`src/rtl/ahb_guard_pkg.sv`:
```
package ahb_guard_pkg;

    localparam int          BUS_W       = 32;
    localparam logic [1:0]  TR_IDLE     = 2'd0;
    localparam logic [1:0]  TR_BUSY     = 2'd1;
    localparam logic [1:0]  TR_NSEQ     = 2'd2;
    localparam logic [1:0]  TR_SEQ      = 2'd3;
    localparam logic [2:0]  SZ_WORD     = 3'b010;
    localparam int          PRIV_BIT    = 1;
    localparam logic        RESP_OKAY   = 1'b0;
    localparam logic        RESP_ERROR  = 1'b1;

    // Latched address phase of one transfer
    typedef struct packed {
        logic              valid;
        logic              write;
        logic              priv;
        logic [2:0]        size;
        logic [BUS_W-1:0]  addr;
    } aph_t;

    // Individual policy violations of a latched transfer
    typedef struct packed {
        logic bad_priv;
        logic bad_size;
        logic bad_range;
    } viol_t;

    typedef enum logic {
        ST_PASS     = 1'b0,
        ST_ERR_TAIL = 1'b1
    } rsp_state_e;

    // NONSEQ and SEQ both carry bit 1 set
    function automatic logic is_active(input logic [1:0] trans);
        return trans[1];
    endfunction

    // Unsigned offset compare; wraps below the base to a large value
    function automatic logic in_window(input logic [BUS_W-1:0] addr,
                                       input logic [BUS_W-1:0] base,
                                       input logic [BUS_W-1:0] span);
        logic [BUS_W-1:0] off;
        off = addr - base;
        return off < span;
    endfunction

endpackage

```
`src/rtl/ahb_guard_capture.sv`:
```
module ahb_guard_capture
    import ahb_guard_pkg::*;
(
    input  logic              clk,
    input  logic              rst_n,
    input  logic              sync_clr,
    input  logic              hready_q,
    input  logic              hsel,
    input  logic [1:0]        htrans,
    input  logic              hwrite,
    input  logic              hpriv,
    input  logic [2:0]        hsize,
    input  logic [BUS_W-1:0]  haddr,
    output aph_t              dp
);

    aph_t nxt;

    always_comb begin
        nxt.valid = hsel && is_active(htrans);
        nxt.write = hwrite;
        nxt.priv  = hpriv;
        nxt.size  = hsize;
        nxt.addr  = haddr;
    end

    // Address phase is sampled only when the bus is ready
    always_ff @(posedge clk or negedge rst_n) begin
        if (!rst_n) begin
            dp <= '0;
        end else if (sync_clr) begin
            dp <= '0;
        end else if (hready_q) begin
            dp <= nxt;
        end
    end

endmodule

```
`src/rtl/ahb_guard_policy.sv`:
```
module ahb_guard_policy
    import ahb_guard_pkg::*;
#(
    parameter logic [BUS_W-1:0] BASE_ADDR   = 32'h0000_0000,
    parameter int               WIN_WORDS   = 64,
    parameter bit               RANGE_CHECK = 1'b1,
    localparam int              IDX_W       = $clog2(WIN_WORDS),
    localparam logic [BUS_W-1:0] WIN_BYTES  = BUS_W'(WIN_WORDS * 4)
)(
    input  aph_t              dp,
    output viol_t             viol,
    output logic              reject,
    output logic [IDX_W-1:0]  idx
);

    logic [BUS_W-1:0] offset;

    assign offset        = dp.addr - BASE_ADDR;
    assign idx           = offset[IDX_W+1:2];
    assign viol.bad_priv = !dp.priv;
    assign viol.bad_size = (dp.size != SZ_WORD);

    generate
        if (RANGE_CHECK) begin : g_range
            assign viol.bad_range = !in_window(dp.addr, BASE_ADDR, WIN_BYTES);
        end else begin : g_norange
            assign viol.bad_range = 1'b0;
        end
    endgenerate

    assign reject = dp.valid && (|viol);

    logic unused_policy;
    assign unused_policy = ^{dp.write, offset[1:0], offset[BUS_W-1:IDX_W+2]};

endmodule

```
`src/rtl/ahb_guard_resp.sv`:
```
module ahb_guard_resp
    import ahb_guard_pkg::*;
(
    input  logic              clk,
    input  logic              rst_n,
    input  logic              sync_clr,
    input  logic              dp_valid,
    input  logic              dp_write,
    input  logic              reject,
    input  logic [BUS_W-1:0]  be_rdata,
    output logic              hready,
    output logic              hresp,
    output logic [BUS_W-1:0]  hrdata,
    output logic              be_wr,
    output logic              be_rd
);

    rsp_state_e st, st_nxt;

    always_comb begin
        st_nxt = st;
        hready = 1'b1;
        hresp  = RESP_OKAY;
        hrdata = '0;
        be_wr  = 1'b0;
        be_rd  = 1'b0;
        case (st)
            ST_PASS: begin
                if (dp_valid) begin
                    if (reject) begin
                        hready = 1'b0;
                        hresp  = RESP_ERROR;
                        st_nxt = ST_ERR_TAIL;
                    end else begin
                        be_wr = dp_write;
                        be_rd = !dp_write;
                        if (!dp_write) begin
                            hrdata = be_rdata;
                        end
                    end
                end
            end
            ST_ERR_TAIL: begin
                hresp  = RESP_ERROR;
                st_nxt = ST_PASS;
            end
            default: st_nxt = ST_PASS;
        endcase
    end

    always_ff @(posedge clk or negedge rst_n) begin
        if (!rst_n) begin
            st <= ST_PASS;
        end else if (sync_clr) begin
            st <= ST_PASS;
        end else begin
            st <= st_nxt;
        end
    end

endmodule

```
`src/rtl/ahb_guard.sv`:
```
module ahb_guard
    import ahb_guard_pkg::*;
#(
    parameter logic [31:0] BASE_ADDR   = 32'h0000_0000,
    parameter int          WIN_WORDS   = 64,
    parameter bit          RANGE_CHECK = 1'b1,
    localparam int         IDX_W       = $clog2(WIN_WORDS)
)(
    input  logic              clk,
    input  logic              rst_n,
    input  logic              sync_clr,
    input  logic              hsel,
    input  logic [31:0]       haddr,
    input  logic              hwrite,
    input  logic [3:0]        hprot,
    input  logic [1:0]        htrans,
    input  logic [2:0]        hburst,
    input  logic [2:0]        hsize,
    input  logic [31:0]       hwdata,
    output logic              hready,
    output logic              hresp,
    output logic [31:0]       hrdata,
    output logic              be_wr,
    output logic              be_rd,
    output logic [IDX_W-1:0]  be_addr,
    output logic [31:0]       be_wdata,
    input  logic [31:0]       be_rdata
);

    aph_t  dp;
    viol_t viol;
    logic  reject;

    ahb_guard_capture u_capture (
        .clk      (clk),
        .rst_n    (rst_n),
        .sync_clr (sync_clr),
        .hready_q (hready),
        .hsel     (hsel),
        .htrans   (htrans),
        .hwrite   (hwrite),
        .hpriv    (hprot[PRIV_BIT]),
        .hsize    (hsize),
        .haddr    (haddr),
        .dp       (dp)
    );

    ahb_guard_policy #(
        .BASE_ADDR   (BASE_ADDR),
        .WIN_WORDS   (WIN_WORDS),
        .RANGE_CHECK (RANGE_CHECK)
    ) u_policy (
        .dp     (dp),
        .viol   (viol),
        .reject (reject),
        .idx    (be_addr)
    );

    ahb_guard_resp u_resp (
        .clk      (clk),
        .rst_n    (rst_n),
        .sync_clr (sync_clr),
        .dp_valid (dp.valid),
        .dp_write (dp.write),
        .reject   (reject),
        .be_rdata (be_rdata),
        .hready   (hready),
        .hresp    (hresp),
        .hrdata   (hrdata),
        .be_wr    (be_wr),
        .be_rd    (be_rd)
    );

    assign be_wdata = hwdata;

    // Burst type and the other protection bits do not steer the policy
    logic unused_top;
    assign unused_top = ^{hburst, hprot[3:2], hprot[0], viol};

endmodule

```
`config.mk`:
```
export PLATFORM = sky130hd
export DESIGN_NAME = ahb_guard
export DESIGN_NICKNAME = d
export VERILOG_FILES = /design/src/rtl/ahb_guard_pkg.sv /design/src/rtl/ahb_guard_capture.sv /design/src/rtl/ahb_guard_policy.sv /design/src/rtl/ahb_guard_resp.sv /design/src/rtl/ahb_guard.sv
export SDC_FILE = /design/constraint.sdc
export NUM_CORES = 1
export LEC_CHECK = 0
export BUFFER_PORTS_ARGS = -buffer_cell sky130_fd_sc_hd__buf_2
export CAP_MARGIN = 20
export CORE_MARGIN = 1.5
export CORE_UTILIZATION = 39
export CTS_CLUSTER_SIZE = 40
export DETAILED_ROUTE_END_ITERATION = 10
export HOLD_SLACK_MARGIN = 0.08
export PLACE_DENSITY = 0.81
export SYNTH_ARGS = -nofsm -noshare
export SYNTH_HDL_FRONTEND = slang
export SYNTH_HIERARCHICAL = 1
export SYNTH_SLANG_ARGS = --single-unit
```
`constraint.sdc`:
```
create_clock -name clk -period 2.6 [get_ports clk]
set_input_delay 0.26 -clock clk [delete_from_list [all_inputs] [get_ports clk]]
set_output_delay 0.26 -clock clk [all_outputs]
set_load 0.1 [all_outputs]
```
## Yosys cells after proc, flatten, opt, wreduce, memory -nomap -nowiden

Cells that the tools add are included.

| word-level totals | value |
|---|---|
| word-level logic and storage cells | 36 |
| flip-flop bits (word level) | 39 |
| bits of input ports | 113 |

| cells by class | value |
|---|---|
| eq/ne operators | 1 |
| order comparisons | 1 |
| multiplexer cells | 20 |
| bitwise gates (word level) | 1 |
| reductions and logical operators | 7 |

Operator list:

| cell | count |
|---|---|
| $mux 32 | 4 |
| $mux 38 | 2 |
| $lt 32x9->1 const B | 1 |
| $mux 1 | 12 |
| $pmux 1 s2 | 2 |
| $logic_not 1->1 | 3 |
| $ne 3x2->1 const B | 1 |
| $reduce_or 3->1 | 1 |
| $logic_and 1x1->1 | 2 |
| $reduce_bool 2->1 | 1 |
| $not 1->1 | 1 |

## Logic depth before layout (Yosys ltp)

| logic depth | value |
|---|---|
| depth in word-level cells | 9 |
| gate-level depth with buffers | 9 |

## Cells and area by module

The synthesis kept the hierarchy.

By module, submodules not included:

| module | cells an instance | area each (sq um) | instances |
|---|---|---|---|
| ahb_guard_capture | 124 | 1559.0 | 1 |
| ahb_guard_resp | 41 | 330.3 | 1 |
| ahb_guard | 32 | 240.2 | 1 |
| ahb_guard_policy | 18 | 135.1 | 1 |

## Worst setup path before layout

Ideal clock, no wire load.

| path | value |
|---|---|
| path kind | reg2reg |
| start | register u_capture/dp[12] (netlist name) |
| end | register u_capture/dp[21] (netlist name) |
| arrival | 2.654 ns |
| path buffers | 3 |
| required time | 2.468 ns |
| stages on the path, launching flop included | 10 |
| slack | -0.186 ns |
| library setup time | 0.132 ns |
| path through | dfrtp_1 -> nor4_1 -> nand4_1 -> o41a_1 -> nand3b_1 -> buf_6 -> buf_12 -> buf_12 -> mux2i_1 -> nor2_1 |

| on the way | value |
|---|---|
| word-level cells in the longest chain between the ends | 8 |

Ends and longest elaborated chain:

| what | line | source |
|---|---|---|
| $lt 32x9->1 | ahb_guard_pkg.sv:45 | `return off < span;` |
| $logic_not 1->1 | ahb_guard_policy.sv:25 | `assign viol.bad_range = !in_window(dp.addr, BASE_ADDR, WIN_BYTES);` |
| $reduce_or 3->1 | ahb_guard_policy.sv:31 | `assign reject = dp.valid && (\|viol);` |
| $logic_and 1x1->1 | ahb_guard_policy.sv:31 |  |
| named net reject | ahb_guard.sv:32 | `logic reject;` |
| $mux 1 | ahb_guard_resp.sv:30 | `if (reject) begin` |
| $mux 1 | ahb_guard_resp.sv:29 | `if (dp_valid) begin` |
| $mux 1 | ahb_guard_resp.sv:27 | `case (st)` |
| named net hready | ahb_guard.sv:20 | `output logic hready,` |
| $reduce_bool 2->1 (no line) | -- |  |

The timed path passes the listed nets, and every way through them passes these cells.
A chain may end at the register's enable or synchronous reset.

## Worst setup path in the final report

| path | value |
|---|---|
| start | register u_capture/dp[26] (netlist name) |
| end | output hrdata[29] |

| on the way | value |
|---|---|
| word-level cells in the longest chain between the ends | 7 |

Ends and longest elaborated chain:

| what | line | source |
|---|---|---|
| $lt 32x9->1 | ahb_guard_pkg.sv:45 |  |
| $logic_not 1->1 | ahb_guard_policy.sv:25 |  |
| $reduce_or 3->1 | ahb_guard_policy.sv:31 |  |
| $logic_and 1x1->1 | ahb_guard_policy.sv:31 |  |
| named net reject | ahb_guard.sv:32 |  |
| $mux 32 | ahb_guard_resp.sv:30 |  |
| $mux 32 | ahb_guard_resp.sv:29 |  |
| $mux 32 | ahb_guard_resp.sv:27 |  |
| end, declared | ahb_guard.sv:22 | `output logic [31:0] hrdata,` |

The timed path passes the listed nets, and every way through them passes these cells.

==> flow_summary.yaml <==
critical_path:
  worst_ep_required_time_ps: 2340
  r2r-end: "u_capture/dp[16]"
  start_kind: "register"
  crit_path_end_kind: "primary output"
  rr_startpoint: "u_capture/dp[26]"
  r2r_slack_ps: 350
  critPathMaxFanout: 8
  arrival_ps: 2540
  worstSetupPathType: "reg -> out"
  reg2regPathDepth: 7
floorplanning:
  start_util_pct: 40.1
  core_um2: 5440
  dieArea_um2: 6050
  row_count: 27
  io_pins: 187
  die_y_um: 77.8
  die_w_um: 77.8
layout:
  area_growth_syn_to_layout_pct: 50.7
  regArea_um2: 926
  fillCellCount: 440
  nets: 401
  mostFrequentLayoutCells: "buf_2, buf_12, dfrtp_1, nor2_1, mux2i_1"
  drive_gt1_share_pct: 58.8
  layout_commonest_cell: "buf_2"
  diodes: 0
  multiInputGateArea_um2: 948
global_route:
  grtUsageMet3_pct: 5.76
  grt_util_met1_pct: 20.2
  top_usage_layer: "met2"
  grt_max_degree: 40
  grt_pass1_wl_um: 8800
  grt_usage_pct: 18.7
  grt_overflow: 0
  grt_pass1_vias: 1760
  met2_usage_pct: 33.7
  antenna_found_initial: 0
sta:
  worst_pin_slew_ps: 793
  setup_viol_count_final: 33
  fin_skew_ps: 5.74
  period_needed_ps: 2800
  fin_crit_sh_pct: 108
  finalHoldViolations: 0
  finalSetupTns_ps: -5990
  max_freq_ghz: 0.357
  rsz0062_at_grt: "true"
  max-slew-margin-rel_pct: 47.1
  slew_viol_final: 0
  setup_ws_ps: -200
route:
  routed_wl_um: 5860
  wl_per_cell_um: 16.2
  vias_per_cell: 4.73
  first_pass_iters: 4
  route.detailed.drc: 0
  drtIter0Drc: 27
  vias: 1707
  ant_nets: 0
clock_tree:
  cts_root_buffer: "clkbuf_8"
  cts_num_sinks: 37
  cts_buffer_depth: 2
  clk_latency_ps: 290
  cts_tree: "done"
  clk_pin_slew_ps: 70
  numCtsBuffers: 5
  htree_num_levels: 2
synth:
  syn-num-nets: 321
  synth_warnings: 6
  syn_area_um2: 2180
  syn_inst: 208
  postSynthAreaPerCell_um2: 10.5
min_path:
  min_to: "u_capture/dp[26]"
  hold_depth: 3
  hold_class: "in -> reg"
  min-delay-start: "haddr[26]"
job:
  drv_cap: 0
placement:
  port_buffers: 113
  hpwl_um: 4260
  place_congestion: 0.797
  pre_cts_slack_ps: 46.8
power:
  p_leak_nw: 1.82
  p_per_area_nw_per_um2: 415
  ir_drop_uv: 430
outcome:
  status: "finished, violations left"
  violations: "negative setup slack"
## power by group
| group | leakage, nW | internal [mW] | switching, mW |
|---|---|---|---|
| Sequential | 0.479 | 0.605 | 0.0225 |
| Combinational | 1.29 | 0.144 | 0.214 |
| Clock | 0.0450 | 0.185 | 0.192 |
## flip-flops by register name, indices dropped and copies added (netlist names)
| name | count |
|---|---|
| u_resp/st | 1 |
| u_capture/dp | 36 |
## per-layer routing
layer  wire, um  vias up
met2       3150       89
met3        465        8
met4         99        0
met1       2150      811
li1           -      799
met5          0        -
## timing repair
item                                   CTS  global route
gates resized for setup                 20            10
hold buffers                             1             0
setup endpoints to repair               34            34
gates cloned                             1             2
pin swaps                                3            19
buffers inserted                         3             1
endpoints found under the hold margin   22             0
## worst max-delay path by stage
| stage | cells after the start | slack, ps | start | to |
|---|---|---|---|---|
| floorplan | 9 | -160 | u_capture/dp[12] | u_capture/dp[21] |
| global placement | 7 | 80 | u_capture/dp[12] | hrdata[1] |
| detailed placement | 7 | 50 | u_capture/dp[28] | hrdata[8] |
| CTS | 7 | -180 | u_capture/dp[25] | hrdata[3] |
| global route | 8 | -310 | u_capture/dp[8] | hrdata[29] |
| finish | 8 | -200 | u_capture/dp[26] | hrdata[29] |
## metrics by stage
step / instances / hold slack [ps] / utilization (%) / total power [mW] / cell area (um2)
floorplan: 208 / -35.6 / - / 1.07 / 2220
global placement: 345 / 376 / 55.8 / 0.966 / 3040
detailed placement: 345 / 384 / 55.8 / 0.973 / 3040
CTS: 358 / 209 / 59.3 / 1.37 / 3220
global route: 361 / 220 / 60.4 / 1.42 / 3290
finish: 361 / 217 / 60.4 / 1.36 / 3290
## critical path: stages, from the launching register on
cell and delay, ps:
dfrtp_1 390, nor4_2 310, nand4_1 150, o41a_1 470, nor4b_4 290, buf_4 170, clkbuf_16 140, and2_4 150
buf_12 170
## final cells by class
class                      instances  share of cell area (%)
clock buffer                       6                    2.21
clock inverter                     2                   0.305
timing repair buffer             123                    37.6
sequential                        37                    28.2
tap                               72                    2.74
inverter                           1                   0.114
multi-input combinational        120                    28.9
No activity file was read; power rests on OpenSTA's default activity.
